<file path="src/rtl/sop_cell_pkg.sv">
package sop_cell_pkg;
  typedef enum logic [1:0] {
    MODE_REG    = 2'b00,
    MODE_COMB   = 2'b01,
    MODE_IN     = 2'b10,
    MODE_IN_ALT = 2'b11
  } cell_mode_e;
endpackage

</file>
<file path="src/rtl/sop_term_array.sv">
module sop_term_array #(
  parameter int LITS  = 32,
  parameter int TERMS = 8
) (
  input  logic [LITS-1:0]       lit_i,
  input  logic [TERMS*LITS-1:0] fuse_i,
  output logic [TERMS-1:0]      term_o
);
  for (genvar k = 0; k < TERMS; k++) begin : g_term
    logic [LITS-1:0] row;
    assign row = fuse_i[k*LITS +: LITS];
    // A fully intact row is forced false; blown fuses drop out of the AND.
    assign term_o[k] = ~(&row) & (&(lit_i | ~row));
  end
endmodule

</file>
<file path="src/rtl/sop_sum_select.sv">
module sop_sum_select #(
  parameter int TERMS = 8
) (
  input  logic [TERMS-1:0] term_i,
  output logic             reg_sum_o,
  output logic             comb_sum_o,
  output logic             comb_oe_o
);
  assign reg_sum_o  = |term_i;
  assign comb_sum_o = |term_i[TERMS-1:1];
  assign comb_oe_o  = term_i[0];
endmodule

</file>
<file path="src/rtl/sop_cell_reg.sv">
module sop_cell_reg (
  input  logic clk_i,
  input  logic rst_i,
  input  logic en_i,
  input  logic d_i,
  output logic q_o
);
  always_ff @(posedge clk_i) begin
    if (rst_i)     q_o <= 1'b0;
    else if (en_i) q_o <= d_i;
  end
endmodule

</file>
<file path="src/rtl/sop_out_cell.sv">
module sop_out_cell #(
  parameter int LITS  = 32,
  parameter int TERMS = 8
) (
  input  logic                    clk_i,
  input  logic                    rst_i,
  input  logic                    oe_n_i,
  input  logic [1:0]              mode_i,
  input  logic                    pol_hi_i,
  input  logic [LITS-1:0]         lit_i,
  input  logic [TERMS*LITS-1:0]   fuse_i,
  input  logic                    pad_i,
  output logic                    pad_o,
  output logic                    pad_oe_o,
  output logic                    fb_o
);
  import sop_cell_pkg::*;

  localparam int FUSES = TERMS * LITS;

  cell_mode_e       mode;
  logic [TERMS-1:0] term_w;
  logic             reg_sum_w;
  logic             comb_sum_w;
  logic             comb_oe_w;
  logic             q_w;
  logic             is_reg;

  assign mode   = cell_mode_e'(mode_i);
  assign is_reg = (mode == MODE_REG);

  sop_term_array #(.LITS(LITS), .TERMS(TERMS)) u_terms (
    .lit_i  (lit_i),
    .fuse_i (fuse_i[FUSES-1:0]),
    .term_o (term_w)
  );

  sop_sum_select #(.TERMS(TERMS)) u_sums (
    .term_i     (term_w),
    .reg_sum_o  (reg_sum_w),
    .comb_sum_o (comb_sum_w),
    .comb_oe_o  (comb_oe_w)
  );

  sop_cell_reg u_reg (
    .clk_i (clk_i),
    .rst_i (rst_i),
    .en_i  (is_reg),
    .d_i   (reg_sum_w),
    .q_o   (q_w)
  );

  always_comb begin
    unique case (mode)
      MODE_REG: begin
        pad_o    = ~q_w;
        pad_oe_o = ~oe_n_i;
        fb_o     = q_w;
      end
      MODE_COMB: begin
        pad_o    = pol_hi_i ? comb_sum_w : ~comb_sum_w;
        pad_oe_o = comb_oe_w;
        fb_o     = pad_i;
      end
      default: begin
        pad_o    = 1'b0;
        pad_oe_o = 1'b0;
        fb_o     = pad_i;
      end
    endcase
  end
endmodule

</file>
<file path="config.mk">
export PLATFORM = sky130hd
export DESIGN_NAME = sop_out_cell
export DESIGN_NICKNAME = d
export VERILOG_FILES = /design/src/rtl/sop_cell_pkg.sv /design/src/rtl/sop_term_array.sv /design/src/rtl/sop_sum_select.sv /design/src/rtl/sop_cell_reg.sv /design/src/rtl/sop_out_cell.sv
export SDC_FILE = /design/constraint.sdc
export NUM_CORES = 1
export LEC_CHECK = 0
export BUFFER_PORTS_ARGS = -buffer_cell sky130_fd_sc_hd__buf_2
export CAP_MARGIN = 10
export CORE_AREA = 3 3 113 115
export CTS_BUF_LIST = sky130_fd_sc_hd__clkbuf_4 sky130_fd_sc_hd__clkbuf_8
export DETAILED_ROUTE_END_ITERATION = 7
export DIE_AREA = 0 0 116 118
export PLACE_DENSITY = 0.69
export REMOVE_ABC_BUFFERS = 1
export SLEW_MARGIN = 20
export SYNTH_ARGS = -nofsm -noshare
export SYNTH_HDL_FRONTEND = slang
export SYNTH_SLANG_ARGS = --single-unit
export TNS_END_PERCENT = 10
</file>
<file path="constraint.sdc">
create_clock -name clk_i -period 4.35 [get_ports clk_i]
set_input_delay 0.2175 -clock clk_i [delete_from_list [all_inputs] [get_ports clk_i]]
set_output_delay 0.2175 -clock clk_i [all_outputs]
set_load 0.005 [all_outputs]
</file>
==> qor.csv, run 1 <==
stage,metric,value,unit
outcome,status,finished clean,
timing,count of final max-slew check failures,0,
global_route,vias in the first global route,5322,
timing,period utilization,61.8,%
timing,f_max,0.372,GHz
worst_setup_path,RR Startpoint,u_reg.q_o,
drt,routed wire length per instance,23.6,µm
worst_setup_path,Worst Reg-to-Reg Cells,2,
worst_setup_path,Startpoint Class,input pin,
logic_synthesis,largest area contributor in the netlist,nand4_1,
worst_setup_path,CP max FO,8,
drt,via density per instance,5.65,
final_layout,Largest register FFs,1,
timing,worst rel slew slack,62.8,%
drt,DR vias,4998,
final_layout,final net count,1035,
hold_path,worst hold path depth,2,
placed_design,Placed Cells,885,
worst_setup_path,r2r setup slk,3.57,ns
die,initial core utilization,22.7,%
final_layout,Register Area,20.0,µm²
logic_synthesis,post-synthesis sequential area ratio,0.739,%
global_route,initial antenna violation count,2,
die,die area,13700,µm²
clock_network,"CTS clk-pin slew, worst paths",0,ns
global_route,total gr overflow,0,
final_layout,layout cell share with drive strength beyond 1,41.1,%
final_layout,largest registers,u_reg.q_o (1),
timing,actual slew at the worst max-slew pin,0.544,ns
logic_synthesis,Synth Flop Type,dfxtp_1,
timing,Min Hold Slack,0.403,ns
die,DIE WIDTH,116,µm
drt,drt total wl,20900,µm
run,max cap viols,0,
drt,DR pass1 iterations,7,
hold_path,Hold Crit Start,rst_i,
timing,min Tclk post-route,2.69,ns
placed_design,Placement Setup Slack,1.70,ns
power_and_ir_drop,Tot Pwr,402,µW
logic_synthesis,area share of the largest cell type after synthesis,16.9,%
final_layout,area occupied by multi-input gates,2300,µm²
logic_synthesis,syn_area_per_cell,6.14,µm²
worst_setup_path,crit path DAT,2.47,ns
power_and_ir_drop,pwr/cell area,91.8,nW/µm²
global_route,first-pass GRT wire length,29500,µm
clock_network,post-CTS setup buffer count,0,
placed_design,global placer's final weighted congestion,0.945,
logic_synthesis,most area-consuming cells after synthesis,"nand4_1 17%, nor2b_1 15%, inv_1 14%",
final_layout,largest reg by FF count,u_reg.q_o,
placed_design,I/O Buffers,297,
drt,DRT iter0 DRCs,466,
worst_setup_path,CP required,4.13,ns
worst_setup_path,CP Class,input pin to output port,
worst_setup_path,Critical Path Max Stage Delay,0.53,ns
timing,Final Skew,0,ns
final_layout,synthesis-to-finish area growth,61.7,%
die,Die Height,118,µm
timing,Final WS setup,1.66,ns
timing,number of hold violations in the final report,0,
logic_synthesis,asr flop ratio synth,0,%
power_and_ir_drop,Lkg Pwr,0.00227,µW
timing,final setup fails,0,
final_layout,Finished Layout Cells,885,
drt,Routed Antenna Nets,0,
logic_synthesis,Mapped Cells,441,
die,Rows,40,
worst_setup_path,critical path's top delay family,compound AO/OA/AOI/OAI gates,
logic_synthesis,"flops & latches, synth",1,
timing,sum of negative setup slack,0,ns
worst_setup_path,FF-to-FF End,u_reg.q_o,
clock_network,Post-CTS Hold Fix Bufs,0,
worst_setup_path,cell at the slowest stage of the critical path,a2111oi_0,
drt,DRC,0,
hold_path,Tightest Hold Check Type,input pin to register,
die,Ports,298,
placed_design,dpl hpwl,16800,µm
global_route,gr usage total,28.4,%
logic_synthesis,Ys Warns,0,
logic_synthesis,"Cell Area, Synth",2710,µm²
clock_network,CTS-repair resized insts,0,
logic_synthesis,most common cell in the netlist,inv_1,
global_route,largest net degree at the start of global routing,9,
timing,RSZ-0062 raised after global routing,no,
final_layout,ant diodes,0,
clock_network,clk_lat worst skew,0,ns
worst_setup_path,WP buf/inv,3,
logic_synthesis,Synth cell types,28,
logic_synthesis,Post-synth EDFFs,0,
power_and_ir_drop,Max IR drop VDD,0.0487,mV
worst_setup_path,CP Cell Sequence,buf_2 > inv_1 > a22o_1 > a2111oi_0 > nand4_1 > nand4_1 > nor3_2 > a2111oi_4 > buf_2,
die,Core Box Area,11900,µm²
final_layout,fill count,1405,
worst_setup_path,crit end category,output port,
logic_synthesis,Commonest cells post-synth,"103 x inv_1, 73 x nand4_1, 65 x nor2b_1",
hold_path,Hold Crit Endpoint,u_reg.q_o,
==> power by group <==
group | internal (µW) | total [µW] | switching, µW | leakage, µW
clock | 0 | 0 | 0 | 0
sequential | 9.89 | 10.3 | 0.372 | 0.00000822
combinational | 175 | 392 | 217 | 0.00227
==> logic make-up after synthesis <==
| kind of cell | Yosys count | share of synthesized area [%] |
|---|---|---|
| and+or+nand+nor | 240 | 54.9 |
| buffers and inverters | 103 | 14.3 |
| AOI/OAI and AO/OA | 96 | 29.7 |
| muxes | 1 | 0.416 |
| DFF | 1 | 0.739 |
==> stage by stage <==
stage	utilization [%]	cell area (µm²)
2_1_floorplan	-	2710
3_3_place_gp	36.8	4380
3_5_place_dp	36.8	4380
4_1_cts	36.8	4380
5_1_grt	36.8	4380
6_report	36.8	4380
==> cell type report <==
class | instances | share of cell area (%)
Inverter | 103 | 8.83
Sequential cell | 1 | 0.457
Multi-Input combinational cell | 337 | 52.6
Timing Repair Buffer | 297 | 33.9
Tap cell | 147 | 4.20
==> cell usage in the layout (no fill, tap or decap), drive strengths merged <==
cell type  synthesis  layout
a311oi             1       1
nand2              8       8
and4               1       1
or4                2       2
a2111oi           17      17
nand2b            54      54
nor2b             65      65
dfxtp              1       1
inv              103     103
o2111ai           18      18
or2                1       1
and2b              3       3
nor4              25      25
o211ai             1       1
a211oi             1       1
o22ai             37      37
buf                0     297
nand4             73      73
nor3               1       1
a2111o            13      13
a22o               3       3
a221oi             2       2
mux2               1       1
nor2               4       4
and3               2       2
a22oi              3       3
nor4b              1       1
==> worst max-delay path by stage <==
stage | startpoint | endpoint | cells after the start
2_1_floorplan | fuse_i[203] | pad_o | 7
3_3_place_gp | lit_i[4] | pad_o | 9
3_5_place_dp | lit_i[4] | pad_o | 9
4_1_cts | lit_i[4] | pad_o | 9
5_1_grt | lit_i[4] | pad_o | 9
6_report | lit_i[4] | pad_o | 9
==> layer usage <==
metal,track usage [%],up-vias,share of wire [%]
li1,-,2273,-
met5,0,-,0.10
met3,6.43,68,12
met2,47.7,391,46
met1,34.8,2262,37
met4,10.2,4,4.2
No activity file was read; power rests on OpenSTA's default activity.
==> run 2, diff against run 1 <==
- CORE_AREA: 3 3 113 115 -> 3 3 116 118
- DIE_AREA: 0 0 116 118 -> 0 0 119 121
- clock period: 4.35 -> 2.2 ns (I/O delays scaled with it)
==> qor.csv, run 2 (synthesis results as in run 1) <==
stage,metric,value,unit,change
die,DIE WIDTH,119,µm,+2.6%
clock_network,"CTS clk-pin slew, worst paths",0,ns,unchanged
drt,via density per instance,5.43,,-3.9%
worst_setup_path,r2r setup slk,1.49,ns,-2.08 ns
worst_setup_path,WP buf/inv,3,,unchanged
worst_setup_path,critical path's top delay family,simple AND/OR/NAND/NOR gates,,
die,Ports,298,,unchanged
timing,f_max,0.462,GHz,
die,Rows,41,,+2.5%
power_and_ir_drop,pwr/cell area,184,nW/µm²,+100%
placed_design,dpl hpwl,19600,µm,+16%
final_layout,largest reg by FF count,u_reg.q_o,,
placed_design,I/O Buffers,297,,unchanged
clock_network,Post-CTS Hold Fix Bufs,0,,unchanged
final_layout,final instance area,4900,µm²,+12%
clock_network,clk_lat worst skew,0,ns,unchanged
drt,DR vias,5207,,+4.2%
worst_setup_path,CP dominant cell by count,nand4_1,,
worst_setup_path,RR Startpoint,u_reg.q_o,,
global_route,gr usage total,29.4,%,+1.1 points
timing,Final Skew,0,ns,unchanged
drt,drt total wl,22700,µm,+8.6%
final_layout,most frequent cells in the layout,"289 x buf_2, 100 x inv_1, 73 x nand4_1, 65 x nor2b_1, 54 x nand2b_1",,
die,Die Height,121,µm,+2.5%
timing,min Tclk post-route,2.17,ns,
final_layout,Largest register FFs,1,,unchanged
timing,actual slew at the worst max-slew pin,0.445,ns,-0.0998 ns
hold_path,Tightest Hold Check Type,input pin to register,,
die,initial core utilization,21.6,%,-1.2 points
timing,worst rel slew slack,69.6,%,+6.8 points
worst_setup_path,Worst Reg-to-Reg Cells,2,,unchanged
placed_design,Placement Cell Area,4780,µm²,+9.1%
timing,number of hold violations in the final report,0,,unchanged
power_and_ir_drop,Max IR drop VDD,0.0687,mV,+41%
run,max cap viols,0,,unchanged
final_layout,final net count,1084,,+4.7%
worst_setup_path,FF-to-FF End,u_reg.q_o,,
worst_setup_path,CP Cell Sequence,buf_6 > clkinvlp_4 > a2111o_1 > nor4_2 > nand4_1 > nand4_1 > nor3_2 > a2111oi_4 > buf_2,,
global_route,vias in the first global route,5498,,+3.3%
timing,final setup fails,0,,unchanged
hold_path,Hold Crit Start,rst_i,,
final_layout,largest registers,u_reg.q_o (1),,
power_and_ir_drop,Lkg Pwr,0.00252,µW,+11%
drt,routed wire length per instance,23.6,µm,+0.23%
outcome,status,finished clean,,
final_layout,ant diodes,0,,unchanged
final_layout,fill count,1437,,+2.3%
global_route,initial antenna violation count,1,,-1
global_route,largest net degree at the start of global routing,9,,unchanged
drt,DR pass1 iterations,6,,-1
global_route,first-pass GRT wire length,32300,µm,+9.5%
final_layout,"commonest non-fill, non-tap cell in the layout",buf_2,,
timing,Min Hold Slack,0.283,ns,-0.119 ns
die,Core Box Area,12600,µm²,+5.5%
final_layout,synthesis-to-finish area growth,80.8,%,
hold_path,Hold Crit Endpoint,u_reg.q_o,,
timing,count of final max-slew check failures,0,,unchanged
drt,DRT iter0 DRCs,471,,+1.1%
hold_path,worst hold path depth,2,,unchanged
power_and_ir_drop,Tot Pwr,900,µW,+120%
worst_setup_path,CP Class,input pin to output port,,
global_route,total gr overflow,0,,unchanged
drt,Routed Antenna Nets,0,,unchanged
worst_setup_path,CP max FO,4,,-4
worst_setup_path,Startpoint Class,input pin,,
die,die area,14400,µm²,+5.2%
worst_setup_path,crit path DAT,2.06,ns,-0.41 ns
worst_setup_path,crit end category,output port,,
worst_setup_path,CP required,2.09,ns,-2.04 ns
timing,period utilization,98.4,%,
drt,DRC,0,,unchanged
final_layout,layout cell share with drive strength beyond 1,45.9,%,+4.8 points
worst_setup_path,cell at the slowest stage of the critical path,a2111o_1,,
worst_setup_path,Critical Path Max Stage Delay,0.44,ns,-0.09 ns
placed_design,global placer's final weighted congestion,0.963,,+1.9%
==> run 2: worst reg2reg max path, stage by stage, from the launching register on <==
cell and delay, ns:
dfxtp_1 0.32, nor2_1 0.05, a311oi_1 0.24
==> run 2: final cells by class <==
class	instances	area, µm²	share of cell area, %
tap	172	215	4.39
multi-input combinational	337	2340	47.9
timing repair buffer	346	1920	39.2
sequential	1	20.0	0.409
inverter	103	398	8.12
==> run 2: power breakdown <==
| group | internal (µW) | leakage, µW | switching (µW) |
|---|---|---|---|
| sequential | 19.6 | 0.00000822 | 0.614 |
| combinational | 418 | 0.00251 | 462 |
| clock | 0 | 0 | 0 |
| total | 438 | 0.00252 | 463 |
==> run 2: metal layers <==
metal | GRT usage [%] | vias up | share of wire (%)
li1 | - | 2368 | -
met1 | 36.5 | 2366 | 39
met2 | 51.9 | 414 | 47
met3 | 6.11 | 57 | 11
met4 | 7.39 | 2 | 3.3
met5 | 0 | - | 0.044
==> run 2: repair_timing <==
action,4_1_cts,5_1_grt
gates resized for setup,18,6
pin swaps,14,3
cloned,0,0
setup buffers,5,0
setup endpoints to repair,1,2
==> run 2: stage by stage <==
step                      util, %  setup slack (ns)  cells  TNS, ns
after CTS                    38.8            0.0335    959        0
after global placement       38.0            -0.206    954   -0.206
final                        39.0            0.0343    959        0
after floorplan                 -             0.418    441        0
after detailed placement     38.0            -0.185    954   -0.185
after global routing         39.0           -0.0126    959  -0.0158
==> run 2: worst max-delay path by stage <==
stage / start / to / slack [ns] / cells past startpoint
2_1_floorplan: fuse_i[203] / pad_o / 0.42 / 7
3_3_place_gp: lit_i[4] / pad_o / -0.21 / 10
3_5_place_dp: lit_i[4] / pad_o / -0.18 / 10
4_1_cts: lit_i[31] / pad_o / 0.03 / 10
5_1_grt: lit_i[31] / pad_o / -0.01 / 10
6_report: lit_i[24] / pad_o / 0.03 / 9
==> run 3, diff against run 2 <==
==> constraint.sdc (replaced) <==
create_clock -name clk_i -period 2.2 [get_ports clk_i]
set_input_delay 0.11 -clock clk_i [delete_from_list [all_inputs] [get_ports clk_i]]
set_output_delay 0.11 -clock clk_i [all_outputs]
set_load 0.1 [all_outputs]
==> qor.csv, run 3 (synthesis results as in run 1) <==
stage,metric,value,unit,change
final_layout,"commonest non-fill, non-tap cell in the layout",buf_2,,
worst_setup_path,crit end category,output port,,
power_and_ir_drop,net load switching power,517,µW,+12%
drt,via density per instance,5.36,,-1.3%
drt,DRC,0,,unchanged
power_and_ir_drop,sequential share of power,2.0,%,-0.2 points
clock_network,Post-CTS Hold Fix Bufs,0,,unchanged
worst_setup_path,CP Class,input pin to output port,,
power_and_ir_drop,Cell Int Power,507,µW,+16%
clock_network,clk_lat worst skew,0,ns,unchanged
worst_setup_path,CP Cell Sequence,buf_2 > nand4_1 > nor4_2 > nand2_1 > nand4_1 > nand4_1 > or2_4 > a2111oi_4 > buf_12,,
final_layout,synthesis-to-finish area growth,98.0,%,
global_route,total gr overflow,0,,unchanged
worst_setup_path,Crit. Startpoint,fuse_i[130],,
timing,worst rel slew slack,68.0,%,-1.6 points
global_route,first-pass GRT wire length,32800,µm,+1.3%
die,Core Box Area,12600,µm²,unchanged
worst_setup_path,CP dominant cell by count,nand4_1,,
final_layout,largest registers,u_reg.q_o (1),,
timing,Final Skew,0,ns,unchanged
final_layout,layout cell share with drive strength beyond 1,49.6,%,+3.7 points
global_route,vias in the first global route,5464,,-0.62%
die,initial core utilization,21.6,%,unchanged
global_route,met3 GRT Util,5.59,%,-0.51 points
global_route,initial antenna violation count,2,,+1
worst_setup_path,FF-to-FF End,u_reg.q_o,,
hold_path,Hold Crit Start,rst_i,,
clock_network,"CTS clk-pin slew, worst paths",0,ns,unchanged
die,Ports,298,,unchanged
worst_setup_path,RR Startpoint,u_reg.q_o,,
die,Die Height,121,µm,unchanged
power_and_ir_drop,Tot Pwr,1020,µW,+14%
hold_path,worst hold path depth,2,,unchanged
placed_design,I/O Buffers,297,,unchanged
final_layout,largest reg by FF count,u_reg.q_o,,
drt,DRT iter0 DRCs,488,,+3.6%
power_and_ir_drop,clock share of power,0,%,unchanged
die,die area,14400,µm²,unchanged
global_route,met1 Use GR,37.3,%,+0.79 points
drt,Routed Antenna Nets,0,,unchanged
timing,sum of negative setup slack,-0.0322,ns,-0.0322 ns
final_layout,Largest register FFs,1,,unchanged
timing,Final WS setup,-0.0322,ns,-0.0665 ns
drt,DR pass1 iterations,5,,-1
drt,DR vias,5263,,+1.1%
worst_setup_path,Startpoint Class,input pin,,
die,Rows,41,,unchanged
worst_setup_path,crit path DAT,2.12,ns,+0.06 ns
run,max cap viols,0,,unchanged
global_route,gr usage total,29.8,%,+0.38 points
hold_path,Tightest Hold Check Type,input pin to register,,
placed_design,global placer's final weighted congestion,0.993,,+3.0%
power_and_ir_drop,Lkg Pwr,0.00270,µW,+7.1%
drt,drt total wl,22900,µm,+0.98%
outcome,failing checks,negative setup slack,,
timing,actual slew at the worst max-slew pin,0.484,ns,+0.0390 ns
timing,f_max,0.448,GHz,-3.0%
final_layout,most frequent cells in the layout,"282 x buf_2, 97 x inv_1, 73 x nand4_1, 63 x nor2b_1, 61 x buf_4",,
worst_setup_path,CP max FO,3,,-1
drt,routed wire length per instance,23.3,µm,-1.4%
hold_path,Hold Crit Endpoint,u_reg.q_o,,
power_and_ir_drop,pwr/cell area,191,nW/µm²,+3.9%
outcome,status,"complete, but fails checks",,
worst_setup_path,Critical Path Max Stage Delay,0.35,ns,-0.09 ns
timing,Min Hold Slack,0.281,ns,-0.00235 ns
timing,final setup fails,1,,+1
final_layout,final net count,1106,,+2.0%
timing,count of final max-slew check failures,0,,unchanged
placed_design,dpl hpwl,19600,µm,about the same
power_and_ir_drop,combinational share of power,98.0,%,+0.2 points
timing,period utilization,101,%,+3.0 points
global_route,largest net degree at the start of global routing,8,,-1
worst_setup_path,r2r setup slk,1.48,ns,about the same
worst_setup_path,CP required,2.09,ns,about the same
timing,number of hold violations in the final report,0,,unchanged
timing,min Tclk post-route,2.23,ns,+0.0665 ns
global_route,busiest grt layer,met2,,
timing,RSZ-0062 raised after global routing,yes,,
die,DIE WIDTH,119,µm,unchanged
power_and_ir_drop,Max IR drop VDD,0.0870,mV,+27%
worst_setup_path,Worst Reg-to-Reg Cells,2,,unchanged
power_and_ir_drop,switch share,50.5,%,-0.91 points
worst_setup_path,cell at the slowest stage of the critical path,a2111oi_4,,
global_route,met2 Usage GRT,53.7,%,+1.8 points
## run 3: cell count changes in the layout (fill, tap and decap cells not counted), moves of 3 or more
cell	change
a2111oi_0	-4
a2111oi_2	+3
buf_12	+10
buf_2	-7
buf_4	+11
buf_6	+9
inv_1	-3
## run 3: layout make-up
class / instances / area [µm²]
fillers: 1363 / 7200
repair buffers: 368 / 2260
flip-flops and latches: 1 / 20.0
multi-input cells: 337 / 2460
well taps: 172 / 215
diodes: 1 / 2.50
inverters: 103 / 405
## run 3: repair_timing
action	in CTS	in global routing
buffers inserted	7	0
pin swaps	21	3
resized for setup	56	6
gates cloned	0	0
endpoints found under the setup margin	1	2
## run 3: critical path: cells and delay by family
family	cells	cell delay, ns
buf+inv	2	0.31
compound gates	1	0.35
simple gates	6	1.34
## run 3: layer usage
metal  vias to the layer above  part of all wire (%)
li1                       2422                     -
met1                      2430                    39
met2                       364                    49
met3                        45                    10
met4                         2                   2.1
met5                         -                 0.057
## run 3: worst max path at each step
stage          slack [ns]       end  cells past startpoint
2_1_floorplan       -0.92  pad_oe_o                      6
3_3_place_gp        -0.37     pad_o                     10
3_5_place_dp        -0.36     pad_o                     10
4_1_cts            0.0002     pad_o                     10
5_1_grt             -0.09     pad_o                      9
6_report            -0.03     pad_o                      9
## run 3: power by group through the flow
stage | combinational, µW | sequential, µW | clock (µW)
after floorplan | 273 | 20.0 | 0
after global placement | 914 | 20.1 | 0
after detailed placement | 911 | 20.2 | 0
after CTS | 980 | 20.2 | 0
after global routing | 1070 | 20.3 | 0.0000608
final | 1000 | 20.2 | 0.0000609
## run 3: through the flow
step           instance area [µm²]  setup slack [ns]  utilization (%)  std cells
3_3_place_gp                  5030            -0.366             40.0        974
2_1_floorplan                 2710            -0.918                -        441
6_report                      5360           -0.0322             42.7        982
5_1_grt                       5360           -0.0939             42.7        982
4_1_cts                       5340          0.000180             42.4        981
3_5_place_dp                  5030            -0.358             40.0        974
